==> config.mk <==
export PLATFORM = sky130hd
export DESIGN_NAME = disp_pipe_pwr_seq
export DESIGN_NICKNAME = d
export VERILOG_FILES = /design/src/rtl/dpps_pkg.sv /design/src/rtl/dpps_wait_timer.sv /design/src/rtl/dpps_pipe_rules.sv /design/src/rtl/disp_pipe_pwr_seq.sv
export SDC_FILE = /design/constraint.sdc
export NUM_CORES = 1
export LEC_CHECK = 0
export ABC_AREA = 1
export BUFFER_PORTS_ARGS = -buffer_cell sky130_fd_sc_hd__buf_4
export CORE_ASPECT_RATIO = 0.9
export CORE_MARGIN = 10
export CORE_UTILIZATION = 63
export CTS_BUF_LIST = sky130_fd_sc_hd__clkbuf_8
export CTS_CLUSTER_DIAMETER = 120
export DETAILED_ROUTE_END_ITERATION = 12
export GPL_ROUTABILITY_DRIVEN = 0
export GPL_TIMING_DRIVEN = 0
export PLACE_DENSITY = 0.86
export SLEW_MARGIN = 20
export SYNTH_ARGS = -nofsm -noshare
export SYNTH_HDL_FRONTEND = slang
export SYNTH_SLANG_ARGS = --single-unit
==> constraint.sdc <==
create_clock -name clk -period 2.6 [get_ports clk]
set_clock_uncertainty 0.2 [all_clocks]
set_input_delay 0.52 -clock clk [delete_from_list [all_inputs] [get_ports clk]]
set_output_delay 0.52 -clock clk [all_outputs]
set_load 0.02 [all_outputs]
==> src/rtl/dpps_pkg.sv <==
package dpps_pkg;

    localparam logic [1:0] PIPE_SECOND = 2'd1;
    localparam logic [1:0] PIPE_THIRD  = 2'd2;

    typedef enum logic [3:0] {
        S_IDLE,
        S_OFF_PLANE,
        S_OFF_PIPE,
        S_OFF_WAIT,
        S_OFF_PLL,
        S_ON_START,
        S_ON_SETTLE,
        S_ON_LOCK,
        S_ON_PLANE,
        S_ON_PIPE,
        S_ON_WAIT
    } seq_state_e;

    typedef struct packed {
        seq_state_e state;
        logic [1:0] idx;
        logic       plane;
        logic       pipe;
        logic       hide;
        logic       curs;
        logic       vco;
        logic       gate;
        logic       flush;
        logic       done;
        logic       tmo;
    } seq_regs_t;

endpackage

==> src/rtl/dpps_wait_timer.sv <==
module dpps_wait_timer #(
    parameter int CNT_W = 8
) (
    input  logic             clk,
    input  logic             rst_n,
    input  logic             restart,
    input  logic [CNT_W-1:0] limit,
    output logic             expired
);
    logic [CNT_W-1:0] cnt_d, cnt_q;

    assign expired = (cnt_q == limit - CNT_W'(1));

    always_comb begin
        if (restart)      cnt_d = '0;
        else if (expired) cnt_d = cnt_q;
        else              cnt_d = cnt_q + CNT_W'(1);
    end

    always_ff @(posedge clk) begin
        if (!rst_n) cnt_q <= '0;
        else        cnt_q <= cnt_d;
    end
endmodule

==> src/rtl/dpps_pipe_rules.sv <==
module dpps_pipe_rules
    import dpps_pkg::*;
(
    input  logic [1:0] idx,
    input  logic       sib_first_en,
    input  logic       sib_third_en,
    output logic       pll_may_stop,
    output logic       lock_skip
);
    assign pll_may_stop = (idx == PIPE_SECOND) || !(sib_first_en || sib_third_en);
    assign lock_skip    = (idx == PIPE_THIRD);
endmodule

==> src/rtl/disp_pipe_pwr_seq.sv <==
module disp_pipe_pwr_seq
    import dpps_pkg::*;
#(
    parameter int unsigned SETTLE_CYCLES = 63,
    parameter int unsigned LOCK_LIMIT    = 20000,
    parameter int unsigned IDLE_LIMIT    = 32'h1000_0000
) (
    input  logic       clk,
    input  logic       rst_n,
    input  logic       on_req,
    input  logic       off_req,
    input  logic [1:0] pipe_idx,
    input  logic       sib_first_en,
    input  logic       sib_third_en,
    input  logic       pipe_active,
    input  logic       pll_locked,
    output logic       plane_en,
    output logic       pipe_en,
    output logic       plane_off,
    output logic       cursor_off,
    output logic       vco_en,
    output logic       pll_gate,
    output logic       flush,
    output logic       done,
    output logic       timeout
);
    localparam int unsigned MAX_A = (SETTLE_CYCLES > LOCK_LIMIT) ? SETTLE_CYCLES : LOCK_LIMIT;
    localparam int unsigned MAX_L = (MAX_A > IDLE_LIMIT) ? MAX_A : IDLE_LIMIT;
    localparam int CNT_W = $clog2(MAX_L + 1);

    seq_regs_t        d, q;
    logic             restart, expired, pll_may_stop, lock_skip;
    logic [CNT_W-1:0] limit;

    dpps_pipe_rules u_rules (
        .idx          (q.idx),
        .sib_first_en (sib_first_en),
        .sib_third_en (sib_third_en),
        .pll_may_stop (pll_may_stop),
        .lock_skip    (lock_skip)
    );

    dpps_wait_timer #(.CNT_W(CNT_W)) u_timer (
        .clk     (clk),
        .rst_n   (rst_n),
        .restart (restart),
        .limit   (limit),
        .expired (expired)
    );

    always_comb begin
        case (q.state)
            S_ON_SETTLE: limit = CNT_W'(SETTLE_CYCLES);
            S_ON_LOCK:   limit = CNT_W'(LOCK_LIMIT);
            default:     limit = CNT_W'(IDLE_LIMIT);
        endcase
    end

    always_comb begin
        d       = q;
        d.flush = 1'b0;
        d.done  = 1'b0;
        case (q.state)
            S_IDLE: begin
                if (on_req) begin
                    d.state = S_ON_START;
                    d.idx   = pipe_idx;
                    d.tmo   = 1'b0;
                end else if (off_req) begin
                    d.state = S_OFF_PLANE;
                    d.idx   = pipe_idx;
                    d.tmo   = 1'b0;
                end
            end
            S_OFF_PLANE: begin
                if (q.plane) begin
                    d.plane = 1'b0;
                    d.flush = 1'b1;
                end
                d.state = S_OFF_PIPE;
            end
            S_OFF_PIPE: begin
                if (q.pipe) begin
                    d.pipe = 1'b0;
                    d.hide = 1'b1;
                    d.curs = 1'b1;
                end
                d.state = S_OFF_WAIT;
            end
            S_OFF_WAIT: begin
                if (!pipe_active) begin
                    d.state = S_OFF_PLL;
                end else if (expired) begin
                    d.tmo   = 1'b1;
                    d.done  = 1'b1;
                    d.state = S_IDLE;
                end
            end
            S_OFF_PLL: begin
                if (q.vco && pll_may_stop) begin
                    d.vco  = 1'b0;
                    d.gate = 1'b1;
                end
                d.done  = 1'b1;
                d.state = S_IDLE;
            end
            S_ON_START: begin
                if (q.vco) begin
                    d.state = lock_skip ? S_ON_PLANE : S_ON_LOCK;
                end else if (q.gate) begin
                    d.gate  = 1'b0;
                    d.state = S_ON_SETTLE;
                end else begin
                    d.vco   = 1'b1;
                    d.state = lock_skip ? S_ON_PLANE : S_ON_LOCK;
                end
            end
            S_ON_SETTLE: begin
                if (expired) begin
                    d.vco   = 1'b1;
                    d.state = lock_skip ? S_ON_PLANE : S_ON_LOCK;
                end
            end
            S_ON_LOCK: begin
                if (pll_locked) begin
                    d.state = S_ON_PLANE;
                end else if (expired) begin
                    d.tmo   = 1'b1;
                    d.done  = 1'b1;
                    d.state = S_IDLE;
                end
            end
            S_ON_PLANE: begin
                if (!q.plane) begin
                    d.plane = 1'b1;
                    d.flush = 1'b1;
                end
                d.state = S_ON_PIPE;
            end
            S_ON_PIPE: begin
                if (!q.pipe) begin
                    d.pipe = 1'b1;
                    d.hide = 1'b0;
                    d.curs = 1'b0;
                end
                d.state = S_ON_WAIT;
            end
            S_ON_WAIT: begin
                if (pipe_active) begin
                    d.done  = 1'b1;
                    d.state = S_IDLE;
                end else if (expired) begin
                    d.tmo   = 1'b1;
                    d.done  = 1'b1;
                    d.state = S_IDLE;
                end
            end
            default: d.state = S_IDLE;
        endcase
    end

    assign restart = (d.state != q.state);

    always_ff @(posedge clk) begin
        if (!rst_n) begin
            q.state <= S_IDLE;
            q.idx   <= '0;
            q.plane <= 1'b0;
            q.pipe  <= 1'b0;
            q.hide  <= 1'b1;
            q.curs  <= 1'b1;
            q.vco   <= 1'b0;
            q.gate  <= 1'b1;
            q.flush <= 1'b0;
            q.done  <= 1'b0;
            q.tmo   <= 1'b0;
        end else begin
            q <= d;
        end
    end

    assign plane_en   = q.plane;
    assign pipe_en    = q.pipe;
    assign plane_off  = q.hide;
    assign cursor_off = q.curs;
    assign vco_en     = q.vco;
    assign pll_gate   = q.gate;
    assign flush      = q.flush;
    assign done       = q.done;
    assign timeout    = q.tmo;

    assert_plane_flush_R2: assert property (@(posedge clk) disable iff (!rst_n)
        !$stable(plane_en) |-> flush);
    assert_pipe_off_marks_R2: assert property (@(posedge clk) disable iff (!rst_n)
        $fell(pipe_en) |-> (plane_off && cursor_off));
    assert_pll_release_R4: assert property (@(posedge clk) disable iff (!rst_n)
        $fell(vco_en) |-> (pll_gate && (q.idx == PIPE_SECOND ||
                           (!$past(sib_first_en) && !$past(sib_third_en)))));
    assert_vco_ungated_R5: assert property (@(posedge clk) disable iff (!rst_n)
        vco_en |-> !pll_gate);
    assert_pipe_after_plane_R7: assert property (@(posedge clk) disable iff (!rst_n)
        $rose(pipe_en) |-> plane_en);
    assert_done_pulse_R8: assert property (@(posedge clk) disable iff (!rst_n)
        done |=> !done);
    assert_tmo_with_done_R8: assert property (@(posedge clk) disable iff (!rst_n)
        $rose(timeout) |-> done);
endmodule

After elaboration in Yosys (flattened, before gate mapping). Cells that the tools add are included.

Bits in registers: 44. Bits of input ports: 10.

Add/sub/neg operators: 2. Eq/ne operators: 23. Multiplexer cells: 34. Bitwise logic cells: 1. Reductions and logical operators: 17.

Operators with widths (number): $pmux 29 s2 (1); $pmux 4 s10 (1); $mux 4 (8); $add 29x1->29 const B (1); $eq 29x29->1 (1); $sub 29x1->29 const B (1); $eq 4x3->1 const B (4); $ne 2x2->1 const B (8); $mux 2 (7); $eq 4x4->1 const B (3); $mux 6 (2); $reduce_and 3->1 (3); $eq 4x2->1 const B (2); $mux 1 (8); $pmux 1 s4 (2); $reduce_bool 2->1 (4); $pmux 1 s2 (3); $pmux 3 s2 (1); $reduce_and 5->1 (1); $eq 4x1->1 const B (1); $logic_not 4->1 (1); $ne 4x4->1 (1); $reduce_bool 4->1 (1); $ne 3x3->1 const B (1); other kinds (10) (11).

Logic depth before layout (Yosys ltp).
Word-level depth: 9. Mapped depth: 19. Depth with buffers taken out: 16.

Cells and area by module. A second synthesis with hierarchy kept.

Cells, all modules: 782. Area total of the unflattened synthesis: 4431.8 µm².

By module, submodules not included: dpps_wait_timer (times used 1, cells an instance 611, area each 3462.1 µm², seq. area each 580.6 µm²); disp_pipe_pwr_seq (times used 1, cells an instance 164, area each 943.4 µm², seq. area each 280.3 µm²); dpps_pipe_rules (times used 1, cells an instance 7, area each 26.3 µm², seq. area each 0.0 µm²).

Least setup slack after synthesis. No wires, ideal clock.

Kind: flip-flop to flip-flop. Start point: register q[13] in the netlist's numbering. End point: register u_timer.cnt_q[28]. Setup time: 120 ps. Data arrival time: 1915 ps. Required time: 2280 ps. Slack: 365 ps. Stages on the path, launching flop included: 18. Path through: dfxtp_1 > nand2_2 > nor2_8 > nand2_1 > nand2_1 > nand3_2 > nor2_4 > nand2_4 > nand2_1 > nand2_1 > nor2_2 > nand2_1 > nand2_1 > nor2_2 > nand2_2 > buf_6 > buf_12 > nor2_4.

Cells in the longest elaborated chain, start to end: 9. Elaborated cells between the ends (all ways): 23. Classes of those cells: add/sub: 1; eq/ne: 11; mux: 9; reduce/logical: 2.

Ends and longest elaborated chain: from (decl) (RTL line disp_pipe_pwr_seq.sv:31) `seq_regs_t d, q;`; $eq 4x3->1 (RTL line disp_pipe_pwr_seq.sv:52, disp_pipe_pwr_seq.sv:63); $pmux 29 s2 (RTL line disp_pipe_pwr_seq.sv:52) `case (q.state)`; $sub 29x1->29 (RTL line dpps_wait_timer.sv:12) `assign expired = (cnt_q == limit - CNT_W'(1));`; $eq 29x29->1 (RTL line dpps_wait_timer.sv:12); $mux 4 (RTL line disp_pipe_pwr_seq.sv:93, disp_pipe_pwr_seq.sv:127, disp_pipe_pwr_seq.sv:152); $mux 4, on equally long branches (RTL line disp_pipe_pwr_seq.sv:149, disp_pipe_pwr_seq.sv:91, disp_pipe_pwr_seq.sv:125); $pmux 4 s10 (RTL line disp_pipe_pwr_seq.sv:63) `case (q.state)`; $ne 4x4->1 (RTL line disp_pipe_pwr_seq.sv:162) `assign restart = (d.state != q.state);`; $reduce_or 2->1 (no source line); to (signal assigned) (RTL line dpps_wait_timer.sv:22) `else cnt_q <= cnt_d;`; to (decl) (RTL line dpps_wait_timer.sv:10) `logic [CNT_W-1:0] cnt_d, cnt_q;`.

Several ways; a longest one is shown, not always the timed one. The select of a mux whose other input is x is not followed. A chain may end at the register's enable or synchronous reset.

Worst setup path in the final report.
Start point: register q[13] in the netlist's numbering. End point: register u_timer.cnt_q[12].

The elaborated chain is that of the path after synthesis.

==> run summary <==
MIN PATH
------------------------------------------------------------------------------------------
Capture endpoint of the worst hold path                                       timeout$_SDFFE_PN0P_
Hold path startpoint                                                          timeout$_SDFFE_PN0P_
Worst Hold Path Cells                                                                    2
Worst min-delay path category                                                   reg -> reg

ROUTE
------------------------------------------------------------------------------------------
DR WL met3                                                                          831 um
Total Wirelength                                                                   8230 um
Routed metal-1 wire length                                                         3550 um
Detailed-routed wire length on met2                                                3600 um
Number of nets with antenna violations after routing                                     0
DRC marker count from the first detailed-route iteration                               456
Top routing layer in use                                                              met4
Via density per instance                                                              5.68
Pre-antenna DRT Iters                                                                    6
DRC errors left                                                                          0
Wirelength per Cell                                                                14.4 um
Total via count in the routed design                                                  3236

TIMING
------------------------------------------------------------------------------------------
Post-route clock period utilization                                                  98.9%
Maximum achievable frequency                                                     0.389 GHz
Setup Viol. Count Final                                                                  0
Final Hold Violating Endpoints                                                           0
Transition at the pin with the smallest max-transition slack                        413 ps
Post-layout minimum cycle time                                                     2570 ps
Worst Hold Margin                                                                   270 ps
Relative slew slack                                                                  72.3%
Slew Viols, Final                                                                        0

SETUP PATH
------------------------------------------------------------------------------------------
Critical path arrival                                                              2570 ps
Critical path startpoint category                                                flip-flop
Logic depth of the worst register-to-register path                                      18
Most used cell along the critical path                                        sky130_fd_sc_hd__nand2_1
Cell type of the slowest stage on the worst timing path                       sky130_fd_sc_hd__dfxtp_4
Reg2Reg Launch Point                                                          q[13]$_SDFF_PN0_
Capture instance of the worst register-to-register path                       u_timer.cnt_q[12]$_SDFFE_PP0N_
Nature of the critical path endpoint                                             flip-flop
Cell-by-cell listing of the critical path                                     buf_12 -> nand3_4 -> buf_8 -> nand3_1 -> nand2_1 -> nand2_1 -> nor2_4 -> nand2_4 -> nand2_1 -> nand2_1 -> nand2_1 -> nand2_1 -> nand2_1 -> nand2_1 -> nand2_2 -> buf_8 -> clkbuf_16 -> nor2_4
Critical path's largest stage delay                                                 360 ps
WS Path Type                                                                    reg -> reg
Worst path bufs/invs                                                                     4
Highest fanout seen on the critical path                                                10
Worst R2R Setup Slack                                                                30 ps
Required time at the worst-slack endpoint                                          2600 ps
Family with the most delay on the worst path                                  simple AND/OR/NAND/NOR gates

LAYOUT
------------------------------------------------------------------------------------------
Area overhead of the layout relative to synthesis                                    15.2%
Diodes inserted                                                                          0
Ratio of cells with drive above 1 in the final layout                                17.5%
Multi-input gate area in the final layout                                     0.00187 mm^2
Net count, final                                                                       519
Number of filler instances in the final layout                                         376
Cell area after layout                                                        0.00349 mm^2
Share of the core filled with cells                                                  76.8%
FF/Latch Area                                                                     880 um^2

DIE
------------------------------------------------------------------------------------------
Die ar.                                                                       0.00799 mm^2
Core box area                                                                 0.00455 mm^2
Die height                                                                         85.8 um
Initial Util                                                                         66.6%
Overall die width                                                                  93.1 um
# rows                                                                                  23
I/O Pins                                                                                19

PLACED DESIGN
------------------------------------------------------------------------------------------
Count of input and output buffers                                                       17
Post-DP Area                                                                  0.00324 mm^2
Detailed placement HPWL                                                            5990 um

GLOBAL ROUTING
------------------------------------------------------------------------------------------
Wire length of the first global-routing pass                                      12800 um
Total overflow reported by the global router                                             0
Overall track demand over capacity in global routing                                 19.5%
Maximum number of pins on one net before global-route repair                            13
Initial antenna violation count                                                          0
Vias in the first global route                                                        2889

YOSYS
------------------------------------------------------------------------------------------
Mapped Cells                                                                           482
Cell type with the largest total area after synthesis                         sky130_fd_sc_hd__dfxtp_1
Flip-flop cell with the highest count after synthesis                         sky130_fd_sc_hd__dfxtp_1
Synth Warn #                                                                             0
Most common cell in the synthesized netlist                                   sky130_fd_sc_hd__nand2_1
Most frequent cells after synthesis                                           111 x sky130_fd_sc_hd__nand2_1, 97 x sky130_fd_sc_hd__nor2_1, 70 x sky130_fd_sc_hd__inv_1
Number of flops mapped to enable cells by yosys                                          0
Synthesized area per cell                                                        6.29 um^2
Library cells used by synthesis                                                         38
Mapped Area                                                                   0.00303 mm^2
Leading post-synthesis cells by cell area                                     sky130_fd_sc_hd__dfxtp_1 28%, sky130_fd_sc_hd__nand2_1 14%, sky130_fd_sc_hd__nor2_1 12%, sky130_fd_sc_hd__inv_1 8.7%, sky130_fd_sc_hd__xor2_1 6.4%
Nets in the synthesized netlist                                                        493
Area share of the largest cell type after synthesis                                  28.4%
Share of the yosys chip area belonging to registers                                  28.4%
Seq cells post-synth                                                                    43
Synth async-reset ratio                                                                 0%

CTS
------------------------------------------------------------------------------------------
H-tree levels                                                                            2
Clock tree root buffer cell                                                   sky130_fd_sc_hd__clkbuf_8
Clock edge transition at the registers on the reported setup and hold paths          80 ps
Clock tree from TritonCTS                                                              yes
Maximum buffer depth of the clock tree                                                   2
Total CTS buffers                                                                        5
Worst-skew pair later-pin latency                                                   300 ps
Total number of clock tree sinks                                                        43

POWER
------------------------------------------------------------------------------------------
Total power divided by cell area                                               656 mW/mm^2
Highest ir drop seen on vdd                                                       0.387 mV
Static leakage                                                                  0.00146 uW

OUTCOME
------------------------------------------------------------------------------------------
Run status                                                                       completed

RUN
------------------------------------------------------------------------------------------
Max capacitance violation total                                                          0

through the flow:
step                std cells  worst slack [ps]  setup TNS [ps]  total power (uW)
floorplan                 482               365               0              1440
global placement          561             -17.0           -92.5              1600
detailed placement        561             -58.0            -524              1630
CTS                       566              43.1               0              2060
global route              570             -55.5            -614              2420
finish                    570              28.5               0              2290
layer usage:
metal  global-route usage [%]  up-vias
li1                         -     1554
met4                     6.44        0
met3                     3.57       42
met1                     26.1     1443
met5                        0        -
met2                     30.7      197
flip-flops by register name (all words and copies together), names as in the netlist:
signal / count
done: 1
flush: 1
pipe_en: 1
plane_en: 1
plane_off: 1
pll_gate: 1
q: 6
timeout: 1
u_timer.cnt_q: 29
vco_en: 1
where the power goes:
group          switching (uW)  total (uW)  internal, uW
logic                     637        1060           422
registers                74.9         798           723
clock network             226         434           209
total                     938        2290          1350
logic make-up (layout without fill, tap and decap cells):
logic type	Yosys count	in the layout	synth area share, %
AND/OR/NAND/NOR	288	288	44.4
flip-flops	43	43	28.4
XOR/XNOR	26	26	7.51
adder cells (fa/ha/maj)	1	1	0.413
AO/OA/AOI/OAI	39	39	7.18
buffers and inverters	85	111	12.1
cells in the final DEF, fill, tap and decap left out, types with 2 or more instances in the layout:
| cell | n |
|---|---|
| sky130_fd_sc_hd__nand2_4 | 3 |
| sky130_fd_sc_hd__nand2_2 | 8 |
| sky130_fd_sc_hd__nor2_2 | 3 |
| sky130_fd_sc_hd__dfxtp_1 | 34 |
| sky130_fd_sc_hd__o21ai_2 | 2 |
| sky130_fd_sc_hd__nand3_1 | 20 |
| sky130_fd_sc_hd__buf_12 | 3 |
| sky130_fd_sc_hd__dfxtp_2 | 6 |
| sky130_fd_sc_hd__xnor2_1 | 4 |
| sky130_fd_sc_hd__o21ai_0 | 18 |
| sky130_fd_sc_hd__nand4_1 | 13 |
| sky130_fd_sc_hd__buf_4 | 21 |
| sky130_fd_sc_hd__o22ai_1 | 3 |
| sky130_fd_sc_hd__nand2_1 | 107 |
| sky130_fd_sc_hd__or2_2 | 2 |
| sky130_fd_sc_hd__dfxtp_4 | 3 |
| sky130_fd_sc_hd__o21bai_1 | 2 |
| sky130_fd_sc_hd__inv_1 | 70 |
| sky130_fd_sc_hd__nor2_4 | 15 |
| sky130_fd_sc_hd__nor4_1 | 3 |
| sky130_fd_sc_hd__buf_8 | 2 |
| sky130_fd_sc_hd__a21oi_1 | 8 |
| sky130_fd_sc_hd__buf_2 | 2 |
| sky130_fd_sc_hd__clkbuf_8 | 6 |
| sky130_fd_sc_hd__xor2_1 | 22 |
| sky130_fd_sc_hd__nor2_1 | 94 |
| sky130_fd_sc_hd__nor3_1 | 12 |
how the worst max path moves through the flow:
stage | start | end | slack [ps] | cells after the start
final | q[13]$_SDFF_PN0_ | u_timer.cnt_q[12]$_SDFFE_PP0N_ | 30 | 18
after global routing | u_timer.cnt_q[23]$_SDFFE_PP0N_ | u_timer.cnt_q[12]$_SDFFE_PP0N_ | -60 | 17
after CTS | q[14]$_SDFF_PN0_ | u_timer.cnt_q[28]$_SDFFE_PP0N_ | 40 | 18
after detailed placement | u_timer.cnt_q[14]$_SDFFE_PP0N_ | u_timer.cnt_q[28]$_SDFFE_PP0N_ | -60 | 18
after global placement | q[12]$_SDFF_PN0_ | u_timer.cnt_q[28]$_SDFFE_PP0N_ | -20 | 17
after floorplan | q[13]$_SDFF_PN0_ | u_timer.cnt_q[28]$_SDFFE_PP0N_ | 370 | 17
tightest hold or removal path, stage by stage (launching register included):
cell and delay, ps:
sky130_fd_sc_hd__dfxtp_1 320, sky130_fd_sc_hd__inv_1 40, sky130_fd_sc_hd__a211oi_1 60
final cells by class:
cell class | count | area share [%]
inverter | 73 | 7.92
sequential | 43 | 25.2
multi-input combinational | 354 | 53.5
clock inverter | 1 | 0.143
tap | 62 | 2.22
clock buffer | 6 | 2.37
timing repair buffer | 23 | 6.16
buffer | 8 | 2.47
timing repair:
item | in CTS | in global routing
cloned | 0 | 1
gates resized for setup | 3 | 29
endpoints found under the setup margin | 19 | 26
hold buffers | 0 | 0
pin swaps | 0 | 2
setup buffers | 0 | 5
Note: power is estimated with default switching activity, not from simulation.
